## src/rtl/cs_timing_ctrl.sv

```systemverilog
module cs_timing_ctrl #(
  parameter int AW     = 32,
  parameter int DW     = 32,
  parameter int BA_W   = 17,
  parameter int DEV_AW = 3,
  parameter int CYC_W  = 4
) (
  input  logic              clk,
  input  logic              rst_n,
  input  logic              req_i,
  input  logic              rd_i,
  input  logic [AW-1:0]     addr_i,
  input  logic [DW-1:0]     wdata_i,
  input  logic [31:0]       base_i,
  input  logic [31:0]       opt_i,
  output logic [DW-1:0]     rdata_o,
  output logic              done_o,
  output logic              err_o,
  output logic              cs_n_o,
  output logic              dir_o,
  output logic [DEV_AW-1:0] dev_addr_o,
  output logic [DW-1:0]     dev_dq_o,
  output logic              dev_dq_oe_o,
  input  logic [DW-1:0]     dev_dq_i,
  input  logic              dev_ack_n_i
);

  localparam int WIN_LSB = AW - BA_W;
  localparam int CNT_W   = CYC_W + 3;
  localparam int PS_LSB  = 11;
  localparam int MS_LSB  = 6;
  localparam int ACS_LSB = 9;
  localparam int SCY_LSB = 4;
  localparam int EXT_BIT = 3;
  localparam logic [2:0] MS_SELF = 3'b001;

  typedef enum logic [1:0] {S_IDLE, S_SETUP, S_STROBE} st_t;

  st_t              st;
  logic [CNT_W-1:0] cnt, tot_r;
  logic             ext_r;

  logic [BA_W-1:0]   diff;
  logic              hit;
  logic [1:0]        acs, ps;
  logic [CNT_W-1:0]  setup_q, tot_q;
  logic [DEV_AW-1:0] dev_addr_nx;

  assign diff  = (addr_i[AW-1:WIN_LSB] ^ base_i[31:32-BA_W]) & opt_i[31:32-BA_W];
  assign hit   = base_i[0] && (base_i[MS_LSB+2:MS_LSB] == MS_SELF) && (diff == '0);
  assign acs   = opt_i[ACS_LSB+1:ACS_LSB];
  assign ps    = base_i[PS_LSB+1:PS_LSB];
  assign tot_q = ({{(CNT_W-CYC_W){1'b0}}, opt_i[SCY_LSB+CYC_W-1:SCY_LSB]} + CNT_W'(1)) << 2;

  always_comb begin
    case (acs)
      2'b10:   setup_q = CNT_W'(1);
      2'b11:   setup_q = CNT_W'(2);
      default: setup_q = '0;
    endcase
    case (ps)
      2'b11:   dev_addr_nx = addr_i[DEV_AW+1:2];
      2'b10:   dev_addr_nx = addr_i[DEV_AW:1];
      default: dev_addr_nx = addr_i[DEV_AW-1:0];
    endcase
  end

  logic unused_cfg;
  assign unused_cfg = ^{base_i[14:13], base_i[10:9], base_i[5:1],
                        opt_i[14:11], opt_i[8], opt_i[2:0], addr_i[14:5]};

  always_ff @(posedge clk or negedge rst_n) begin
    if (!rst_n) begin
      st          <= S_IDLE;
      cnt         <= '0;
      tot_r       <= '0;
      ext_r       <= 1'b0;
      cs_n_o      <= 1'b1;
      dir_o       <= 1'b1;
      dev_addr_o  <= '0;
      dev_dq_o    <= '0;
      dev_dq_oe_o <= 1'b0;
      rdata_o     <= '0;
      done_o      <= 1'b0;
      err_o       <= 1'b0;
    end else begin
      done_o <= 1'b0;
      err_o  <= 1'b0;
      case (st)
        S_IDLE: if (req_i) begin
          if (hit) begin
            dev_addr_o  <= dev_addr_nx;
            dir_o       <= rd_i;
            dev_dq_oe_o <= !rd_i;
            dev_dq_o    <= wdata_i;
            ext_r       <= opt_i[EXT_BIT];
            tot_r       <= tot_q;
            if (setup_q == '0) begin
              cs_n_o <= 1'b0;
              cnt    <= tot_q - CNT_W'(1);
              st     <= S_STROBE;
            end else begin
              cnt <= setup_q - CNT_W'(1);
              st  <= S_SETUP;
            end
          end else begin
            done_o <= 1'b1;
            err_o  <= 1'b1;
          end
        end
        S_SETUP: begin
          if (cnt == '0) begin
            cs_n_o <= 1'b0;
            cnt    <= tot_r - CNT_W'(1);
            st     <= S_STROBE;
          end else begin
            cnt <= cnt - CNT_W'(1);
          end
        end
        S_STROBE: begin
          if (ext_r ? !dev_ack_n_i : (cnt == '0)) begin
            cs_n_o      <= 1'b1;
            dir_o       <= 1'b1;
            dev_dq_oe_o <= 1'b0;
            done_o      <= 1'b1;
            if (dir_o) rdata_o <= dev_dq_i;
            st <= S_IDLE;
          end else begin
            cnt <= cnt - CNT_W'(1);
          end
        end
        default: st <= S_IDLE;
      endcase
    end
  end

  AST_DONE_ONE_CYCLE: assert property (@(posedge clk) disable iff (!rst_n)
    done_o |=> !done_o);
  AST_MISS_NO_CS: assert property (@(posedge clk) disable iff (!rst_n)
    err_o |-> (cs_n_o && done_o));
  AST_SETUP_CS_HIGH: assert property (@(posedge clk) disable iff (!rst_n)
    (st == S_SETUP) |-> cs_n_o);
  AST_STROBE_STABLE: assert property (@(posedge clk) disable iff (!rst_n)
    (!cs_n_o && $past(!cs_n_o)) |-> ($stable(dev_addr_o) && $stable(dir_o)));
  AST_WRITE_DRIVES: assert property (@(posedge clk) disable iff (!rst_n)
    (!cs_n_o && !dir_o) |-> dev_dq_oe_o);
  AST_DONE_AFTER_CS: assert property (@(posedge clk) disable iff (!rst_n)
    (done_o && !err_o) |-> (cs_n_o && $past(!cs_n_o)));
  AST_COUNTED_IGNORES_ACK: assert property (@(posedge clk) disable iff (!rst_n)
    ((st == S_STROBE) && !ext_r && (cnt != '0)) |=> !cs_n_o);

endmodule

```

## config.mk

```make
export PLATFORM = sky130hd
export DESIGN_NAME = cs_timing_ctrl
export DESIGN_NICKNAME = d
export VERILOG_FILES = /design/src/rtl/cs_timing_ctrl.sv
export SDC_FILE = /design/constraint.sdc
export NUM_CORES = 1
export LEC_CHECK = 0
export BUFFER_PORTS_ARGS = -buffer_cell sky130_fd_sc_hd__buf_4
export CELL_PAD_IN_SITES_DETAIL_PLACEMENT = 1
export CELL_PAD_IN_SITES_GLOBAL_PLACEMENT = 1
export CORE_UTILIZATION = 37
export CTS_CLUSTER_DIAMETER = 120
export CTS_CLUSTER_SIZE = 40
export DETAILED_ROUTE_END_ITERATION = 8
export PLACE_DENSITY = 0.84
export SYNTH_ARGS = -nofsm -noshare
export SYNTH_HDL_FRONTEND = slang
export SYNTH_SLANG_ARGS = --single-unit
```

## constraint.sdc

```tcl
create_clock -name clk -period 4.65 [get_ports clk]
set_input_delay 0 -clock clk [delete_from_list [all_inputs] [get_ports clk]]
set_output_delay 0 -clock clk [all_outputs]
set_load 0.02 [all_outputs]
```

==> impl_metrics.ini <==
[layout]
syn2layout_area_growth_pct = 58.5
fill_cells = 1186
most-common-layout-cells = 209 x buf_4, 85 x dfrtp_1, 68 x dlygate4sd3_1, 46 x mux2_2, 30 x mux2_4
multi_input_area_sq_mm = 0.00210
finalNetCount = 790
final_area_sq_mm = 0.00703
regArea_sq_mm = 0.00218
final_cells = 767
final_layout_size_suffix_gt1_share_pct = 50.9
final_common_cell = buf_4

[power]
finalPower_uw = 3090
vdd_ir_drop_max_v = 0.000216
p_leak_uw = 0.00361
powerDensity_mw_per_mm2 = 440

[setup_path]
end_kind = flip-flop
required_ns = 4.88
crit_fanout = 32
crit_arrival_ns = 2.89
setup.worst_path.start_class = flip-flop
crit_type = flip-flop to flip-flop

[global_route]
antenna_found_initial = 3
grt_pass1_vias = 4711
grt_max_degree = 88
grt_usage_pct = 29.6
grt_pass1_wl_um = 27100
grt-ovfl-total = 0

[sta]
slew_headroom_pct = 24.4
drv_slew = 0
hold_viol = 0
fin_hold_ws_ns = 0.0332
worst_clock_skew_ns = 0.0119
clock.fmax_mhz = 376
worstMarginPinSlew_ns = 1.13
rsz0062_at_grt = no
fin_crit_ns = 2.66
setup_tns_ns = 0
fin_crit_sh_pct = 57.3
setup_viol = 0

[synth]
synth_sequential_area_ratio_pct = 49.1
netlist_area_sq_mm = 0.00444
async_flop_share_pct = 100
postSynthCellCount = 342
synth_top_flop_cell = dfrtp_1
synth_fp_nets = 516
synth-edff-count = 0
yosysWarnings = 0
ys_ff_latch = 87
ys_types = 48
postSynthAreaPerCell_sq_um = 13.0

[placed_design]
placed_cells = 680
gp_congestion = 0.813
place_area_sq_mm = 0.00607
hpwl_um = 9660
portBuffers = 209

[clock_network]
cts-root-buf = clkbuf_16
clock_sinks = 87
cts_htree_levels = 3
cts_tree = yes
post_cts_buffers = 0
clk_path_buf_depth = 2
path_clk_slew_ns = 0.07
numCtsBuffers = 9
clk_latency_ns = 0.36

[detailed_routing]
drt_wl_total_um = 17800
remaining_drc_errors = 20
viasPerCell = 5.22
vias = 4003
dr.pass1.iters = 7
ant_nets = 0
avgRoutedWirePerCell_um = 23.3
drt_iter0_drc = 188

[worst_hold_path]
min-delay-path-class = input port to flip-flop

[die]
die_w_um = 112
die_area_sq_mm = 0.0124
placementRows = 39
pin_count = 237
dieHeight_um = 112
core_sq_mm = 0.0116
start_util_pct = 38.4

[job]
max_cap_violations = 0

[run_status]
status = finished with violations
violations = DRC
==> worst max-delay path, stage by stage, from the launching register on <==
cell and delay [ns]:
dfrtp_1 0.41, inv_1 0.11, ha_1 0.16, or4b_4 0.51, or2_4 0.29, o22ai_4 0.21
nand2_4 0.37, mux2_4 0.46
==> Yosys cell counts (all sizes together) (4+ instances only) <==
cell | n | area [sq um]
a22oi | 8 | 60.1
xnor2 | 9 | 78.8
nor3 | 4 | 25.0
nor2 | 12 | 47.6
mux2i | 6 | 60.1
dfrtp | 85 | 2130
nand2b | 4 | 25.0
nand2 | 19 | 81.3
clkbuf | 6 | 22.5
buf | 8 | 95.1
ha | 9 | 113
nand3 | 7 | 35.0
nor3b | 4 | 30.0
and3 | 4 | 25.0
o21ai | 5 | 28.8
mux2 | 76 | 968
a21oi | 14 | 70.1
inv | 11 | 41.3
xor2 | 20 | 175
==> state kept, by name, summed over array words and instances, names as in the netlist <==
name	flops
cnt	7
cs_n_o	1
tot_r	5
err_o	1
st	2
dir_o	1
rdata_o	32
dev_dq_o	32
dev_dq_oe_o	1
ext_r	1
done_o	1
dev_addr_o	3
==> final timing paths <==
kind	start	to	slack (ns)	cells past startpoint
setup reg to reg	cnt[0]	rdata_o[24]	1.99	7
hold / removal	rd_i	dir_o	0.03	3
hold reg to reg	dev_dq_o[2]	dev_dq_o[2]	0.51	1
setup / recovery	cnt[0]	rdata_o[24]	1.99	7
max in group asynchronous	rst_n	rdata_o[7]	3.50	2
min in group asynchronous	rst_n	dev_addr_o[0]	0.43	2
==> per-layer routing <==
metal	share of wire [%]	GRT usage, %	routed length, um	vias up
met4	6.5	19.5	1160	0
met1	31	25.8	5540	1969
li1	-	-	-	1762
met2	55	57.9	9880	205
met5	0	0	0	-
met3	7.0	8.66	1250	67
==> where the power goes <==
group          total [uW]  switching [uW]  internal [uW]  leakage, uW
clock network         710             345            365     0.000121
logic                1310             674            635      0.00234
registers            1080             151            924      0.00115
total                3090            1170           1920      0.00361
==> cells by family after synthesis <==
family	after synthesis	synth area share [%]
DFF	87	49.1
xor gates and xnor gates	29	5.72
and+or+nand+nor	65	8.03
muxes	82	23.2
buffers and inverters	25	3.58
adders and majority gates	9	2.54
AOI/OAI and AO/OA	45	7.84
==> through the flow <==
stage                     worst slack [ns]  util, %
after floorplan                       2.45        -
after global placement                2.15     52.5
after detailed placement              2.09     52.5
after CTS                             2.06     60.8
after global routing                  1.92     60.8
final                                 1.99     60.8
==> what timing repair did <==
item	CTS	global route
setup endpoints to repair	0	0
gates resized for setup	0	0
hold buffers	68	0
hold endpoints to repair	152	0
==> layout make-up <==
cell class                 instances  area share, %
tap                              143           2.54
clock buffer                      10           3.26
clock inverter                     6          0.676
antenna                            3          0.107
multi-input combinational        230           29.9
sequential                        87           31.0
timing repair buffer             277           32.0
inverter                          11          0.587
No activity file was read; power rests on OpenSTA's default activity.
